<file path="config.mk">
export PLATFORM = sky130hd
export DESIGN_NAME = cnt_channel
export DESIGN_NICKNAME = d
export VERILOG_FILES = /design/src/rtl/cnt_pkg.sv /design/src/rtl/cnt_prescale.sv /design/src/rtl/cnt_edge_det.sv /design/src/rtl/cnt_clr_sel.sv /design/src/rtl/cnt_channel.sv
export SDC_FILE = /design/constraint.sdc
export NUM_CORES = 1
export LEC_CHECK = 0
export BUFFER_PORTS_ARGS = -buffer_cell sky130_fd_sc_hd__buf_4
export CAP_MARGIN = 10
export CORE_ASPECT_RATIO = 0.5
export CORE_MARGIN = 4
export CORE_UTILIZATION = 52
export DETAILED_ROUTE_END_ITERATION = 7
export PLACE_DENSITY = 0.79
export SLEW_MARGIN = 20
export SYNTH_ARGS = -nofsm -noshare
export SYNTH_HDL_FRONTEND = slang
export SYNTH_SLANG_ARGS = --single-unit
</file>
<file path="constraint.sdc">
create_clock -name clk -period 2.5 [get_ports clk]
set_clock_uncertainty 0.15 [all_clocks]
set_input_delay 0.75 -clock clk [delete_from_list [all_inputs] [get_ports clk]]
set_output_delay 0.75 -clock clk [all_outputs]
set_load 0.05 [all_outputs]
</file>
<file path="src/rtl/cnt_pkg.sv">
package cnt_pkg;

  localparam int CTL_W = 8;
  localparam int GR_N  = 4;

  // control register layout
  typedef struct packed {
    logic [2:0] clr;       // clear source
    logic [1:0] edge_sel;  // external edge choice
    logic [2:0] src;       // count source
  } ctl_t;

  // own (general register) clear hit for a clear code
  function automatic logic own_clear(input logic [2:0] code,
                                     input logic [GR_N-1:0] evt);
    logic hit;
    case (code)
      3'b001:  hit = evt[0];
      3'b010:  hit = evt[1];
      3'b101:  hit = evt[2];
      3'b110:  hit = evt[3];
      default: hit = 1'b0;
    endcase
    return hit;
  endfunction

  // sibling-driven clear mode
  function automatic logic sync_mode(input logic [2:0] code);
    return code[1:0] == 2'b11;
  endfunction

  // external pin count decision from edge choice
  function automatic logic ext_count(input logic [1:0] edge_sel,
                                     input logic rise, input logic fall);
    logic hit;
    if (edge_sel[1])      hit = rise | fall;
    else if (edge_sel[0]) hit = fall;
    else                  hit = rise;
    return hit;
  endfunction

endpackage

</file>
<file path="src/rtl/cnt_prescale.sv">
module cnt_prescale #(
  parameter int DIV_W = 3,
  localparam int SEL_W = $clog2(DIV_W + 1)
) (
  input  logic             clk,
  input  logic             rst_n,
  input  logic [SEL_W-1:0] sel,
  output logic             tick
);

  logic [DIV_W-1:0] div_q;
  logic [DIV_W:0]   tick_vec;

  always_ff @(posedge clk) begin
    if (!rst_n) div_q <= '0;
    else        div_q <= div_q + 1'b1;
  end

  // tick_vec[k]: pulse once every 2**k clocks
  for (genvar k = 0; k <= DIV_W; k++) begin : g_tap
    if (k == 0) begin : g_full
      assign tick_vec[k] = 1'b1;
    end else begin : g_div
      assign tick_vec[k] = &div_q[k-1:0];
    end
  end

  assign tick = (int'(sel) <= DIV_W) ? tick_vec[sel] : 1'b0;


  div_wrap_chk: assert property (@(posedge clk) disable iff (!rst_n)
    (div_q == '1) |=> (div_q == '0));

endmodule

</file>
<file path="src/rtl/cnt_edge_det.sv">
module cnt_edge_det #(
  parameter int STAGES = 2
) (
  input  logic clk,
  input  logic rst_n,
  input  logic pin,
  output logic rise,
  output logic fall
);

  // sh_q[STAGES-1] is the synchronized level, sh_q[STAGES] its previous value
  logic [STAGES:0] sh_q;

  always_ff @(posedge clk) begin
    if (!rst_n) sh_q <= '0;
    else        sh_q <= {sh_q[STAGES-1:0], pin};
  end

  assign rise = sh_q[STAGES-1] & ~sh_q[STAGES];
  assign fall = ~sh_q[STAGES-1] & sh_q[STAGES];


  edge_excl_chk: assert property (@(posedge clk) disable iff (!rst_n)
    $onehot0({rise, fall}));

endmodule

</file>
<file path="src/rtl/cnt_clr_sel.sv">
module cnt_clr_sel
  import cnt_pkg::*;
(
  input  logic [2:0]      code,
  input  logic [GR_N-1:0] evt,
  input  logic            sib,
  output logic            own_hit,
  output logic            sync_hit
);

  assign own_hit  = own_clear(code, evt);
  assign sync_hit = sync_mode(code) & sib;

endmodule

</file>
<file path="src/rtl/cnt_channel.sv">
module cnt_channel
  import cnt_pkg::*;
#(
  parameter int CNT_W = 16,
  parameter int SYNC_STAGES = 2
) (
  input  logic                   clk,
  input  logic                   rst_n,
  input  logic                   ctl_we,
  input  logic [CTL_W-1:0]       ctl_wdata,
  output logic [CTL_W-1:0]       ctl_rdata,
  input  logic                   ext_pin,
  input  logic [GR_N-1:0]        gr_evt,
  input  logic                   sib_clr_in,
  output logic [CNT_W-1:0]       count,
  output logic                   clr_evt_out
);

  localparam int DIV_W = 3;

  ctl_t             ctl_q;
  logic [CNT_W-1:0] count_q;
  logic             div_tick, ext_rise, ext_fall, ext_tick, tick;
  logic             own_hit, sync_hit, clr_any;

  function automatic logic [CNT_W-1:0] next_count(input logic [CNT_W-1:0] cur,
                                                  input logic inc,
                                                  input logic clr);
    logic [CNT_W-1:0] nxt;
    if (clr)      nxt = '0;
    else if (inc) nxt = cur + 1'b1;
    else          nxt = cur;
    return nxt;
  endfunction

  always_ff @(posedge clk) begin
    if (!rst_n)      ctl_q <= '0;
    else if (ctl_we) ctl_q <= ctl_t'(ctl_wdata);
  end

  cnt_prescale #(.DIV_W(DIV_W)) u_pre (
    .clk  (clk),
    .rst_n(rst_n),
    .sel  (ctl_q.src[1:0]),
    .tick (div_tick)
  );

  cnt_edge_det #(.STAGES(SYNC_STAGES)) u_edge (
    .clk  (clk),
    .rst_n(rst_n),
    .pin  (ext_pin),
    .rise (ext_rise),
    .fall (ext_fall)
  );

  cnt_clr_sel u_clr (
    .code    (ctl_q.clr),
    .evt     (gr_evt),
    .sib     (sib_clr_in),
    .own_hit (own_hit),
    .sync_hit(sync_hit)
  );

  assign ext_tick = ext_count(ctl_q.edge_sel, ext_rise, ext_fall);
  assign tick     = ctl_q.src[2] ? ext_tick : div_tick;
  assign clr_any  = own_hit | sync_hit;

  always_ff @(posedge clk) begin
    if (!rst_n) count_q <= '0;
    else        count_q <= next_count(count_q, tick, clr_any);
  end

  assign count       = count_q;
  assign ctl_rdata   = ctl_q;
  assign clr_evt_out = own_hit;


  ctl_hold_chk: assert property (@(posedge clk) disable iff (!rst_n)
    !ctl_we |=> $stable(ctl_q));


  cnt_hold_chk: assert property (@(posedge clk) disable iff (!rst_n)
    (!tick && !clr_any) |=> $stable(count_q));


  no_clear_chk: assert property (@(posedge clk) disable iff (!rst_n)
    (ctl_q.clr[1:0] == 2'b00) |-> !clr_any);


  no_echo_chk: assert property (@(posedge clk) disable iff (!rst_n)
    (ctl_q.clr[1:0] == 2'b11) |-> !clr_evt_out);


  clear_wins_chk: assert property (@(posedge clk) disable iff (!rst_n)
    (clr_any && tick) |=> (count_q == '0));


  wrap_chk: assert property (@(posedge clk) disable iff (!rst_n)
    (tick && !clr_any && count_q == '1) |=> (count_q == '0));

endmodule

</file>
==> flow_metrics.tcl <==
set metrics [dict create \
    dp.cells 243 \
    synthTopCellsByArea "dfxtp_1, mux2i_1, ha_1, nand3b_1, nand3_1" \
    synth_edf_count 0 \
    synth_ff_type "dfxtp_1" \
    fin_setup_tns_ns 0 \
    syn-num-nets 195 \
    report.final.slew_viol_count 0 \
    yosysSeqAreaShare_pct 37.4 \
    synth_top_area_share_pct 37.4 \
    numCtsBuffers 5 \
    required_ns 1.60 \
    hpwl_um 2530 \
    worst-path-max-fanout 4 \
    clockPowerShare_pct 40.2 \
    num-nets-final 239 \
    rows 13 \
    routedWlPerCell_um 14.6 \
    die_h_um 47.3 \
    hold_violations 0 \
    rsz0062_at_grt "true" \
    die_area_um2 4100 \
    antenna_found_initial 0 \
    combPwrFrac_pct 16.0 \
    crit_arrival_ns 1.56 \
    start_util_pct 58.1 \
    syn_to_final_growth_pct 31.5 \
    viasPerCell 5.60 \
    yosysWarnings 0 \
    setup_viol 0 \
    clockBufferDepth 2 \
    core_area_um2 2770 \
    criticalPathCategory "register to output pin" \
    async_reset_ff_share_pct 0 \
    r2r_slack_ns 0.39 \
    outcome "finished, final reports clean" \
    p_leak_uw 0.000866 \
    clk_latency_ns 0.28 \
    hold_buffers 0 \
    yosysUniqueCellTypes 31 \
    htree_num_levels 2 \
    n_antenna_cell 0 \
    drt_iter0_drc 73 \
    floorplan.io_pins 42 \
    cts.sinks 30 \
    drt_wl_total_um 3670 \
    syn_area_um2 1610 \
    pwr-share-seq_pct 43.8 \
    internal-power_uw 869 \
    cts_tree "done" \
    firstDrtPassIters 6 \
    grt_use_total_pct 19.6 \
    fmax_mhz 406 \
    ys_ff_latch 30 \
    root_buffer "clkbuf_8" \
    switching_share_pct 26.9 \
    clkTransAtPathRegs_ns 0.06 \
    crit_chain "inv_1 -> ha_2 -> nor2_1 -> a22oi_2 -> buf_6 -> inv_8 -> buf_8" \
    critical_path.endpoint_type "output pin" \
    via_count 1410 \
    fin_crit_sh_pct 98.5 \
    gp_congestion 0.799 \
    peakVddDrop_mv 0.366 \
    syn_inst 170 \
    critPathLaunchType "register" \
    grt_pass1_vias 1311 \
    grt_pass1_wl_um 6130 \
    power_density_nw_per_um2 562 \
    fin_crit_ns 2.46 \
    numPortBuffers 41 \
    slew_headroom_pct 70.1 \
    p_switching_uw 320 \
    cpPeakStageDelay_ns 0.37 \
    drv_cap 0 \
    postRouteAntennaNets 0 \
    yosys.area.top_type "dfxtp_1" \
    fillers 213 \
    cp_slowest_cell "dfxtp_4" \
    drive_gt1_share_pct 30.7 \
    grt_max_degree 28 \
    overflow 0 \
    min_path_type "register to register" \
    drc 0 \
    avgSynthCellArea_um2 9.46 \
    final_cell_count_no_fill 252 \
    tightest_slew_ns 0.449 \
    dieWidth_um 86.6 \
]
kinds of logic (layout without fill, tap and decap cells):
group	Yosys count	count (layout)	share of synthesized area, %
and+or+nand+nor	65	65	24.3
adders and majority gates	8	8	6.23
buffers and inverters	14	59	3.27
AOI/OAI and AO/OA	30	30	14.5
muxes	23	23	14.4
DFF	30	30	37.4
worst max-delay path: cells and delay by family, from the launching register on:
kind	cells	cell delay, ns
AO/OA/AOI/OAI	1	0.19
adder cells (fa/ha/maj)	1	0.31
flip-flops	1	0.37
AND/OR/NAND/NOR	1	0.04
buffers and inverters	4	0.36
synth_stat cells (2+ instances only):
master     number
a2111o_1        2
a21boi_1        3
a21oi_1        12
a22o_1          2
and2_1          6
and4_1          3
buf_1           2
clkbuf_1        6
dfxtp_1        30
ha_1            8
inv_1           6
mux2i_1        22
nand2_1         7
nand3_1        19
nand3b_1       13
nand4_1         3
nor2b_1        10
nor3_1          2
o2111ai_2       2
routing by layer:
metal	track usage, %	routed length, um	vias to the layer above
li1	-	-	711
met1	25.7	1760	663
met2	32.1	1670	31
met3	6.13	205	5
met4	5.59	31	0
met5	0	0	-
state kept, by name (all words and copies together), names as in the netlist:
register / count
count: 16
ctl_rdata: 8
u_edge.sh_q: 3
u_pre.div_q: 3
repair_timing:
item	4_1_cts	5_1_grt
gates resized for setup	2	6
setup endpoints to repair	1	1
pin swaps	2	2
setup buffers	0	1
area by class of cell:
| class | count | area, um2 | area share [%] |
|---|---|---|---|
| clock buffers | 5 | 68.8 | 3.25 |
| clock inverters | 3 | 40.0 | 1.89 |
| inverters | 6 | 32.5 | 1.54 |
| multi-input cells | 126 | 970 | 45.9 |
| flip-flops and latches | 30 | 608 | 28.8 |
| well taps | 37 | 46.3 | 2.19 |
| repair buffers | 45 | 349 | 16.5 |
metrics by stage:
| step | power (uW) | setup WS [ns] | area (um2) | hold slack [ns] | utilization (%) |
|---|---|---|---|---|---|
| 2_1_floorplan | 654 | -0.00666 | 1630 | 0.262 | - |
| 3_3_place_gp | 709 | -0.00923 | 1970 | 0.278 | 71.2 |
| 3_5_place_dp | 716 | -0.00519 | 1970 | 0.296 | 71.2 |
| 4_1_cts | 1190 | 0.00972 | 2090 | 0.308 | 75.4 |
| 5_1_grt | 1240 | -0.0218 | 2110 | 0.338 | 76.5 |
| 6_report | 1190 | 0.0373 | 2110 | 0.308 | 76.5 |
final timing paths:
check	cells after the start	start	end
worst min register to register	1	u_pre.div_q[0]	u_pre.div_q[0]
worst min-delay path	1	u_pre.div_q[0]	u_pre.div_q[0]
worst max register to register	6	u_pre.div_q[0]	count[13]
worst max-delay path	7	ctl_rdata[5]	clr_evt_out
power by group through the flow:
stage | registers [uW] | logic [uW] | clock network (uW)
global placement | 528 | 181 | 0
detailed placement | 530 | 186 | 0
finish | 520 | 191 | 478
floorplan | 570 | 84.3 | 0
global route | 524 | 209 | 505
CTS | 519 | 187 | 488
cell usage in the layout (no fill, tap or decap), types with 5 or more instances in the layout:
master | Yosys | routed
buf_4 | 0 | 43
dfxtp_1 | 30 | 28
mux2i_1 | 22 | 22
nand3_1 | 19 | 19
nand3b_1 | 13 | 13
a21oi_1 | 12 | 12
nor2b_1 | 10 | 10
nand2_1 | 7 | 7
and2_1 | 6 | 6
ha_1 | 8 | 6
clkbuf_8 | 0 | 5
No activity file was read; power rests on OpenSTA's default activity.
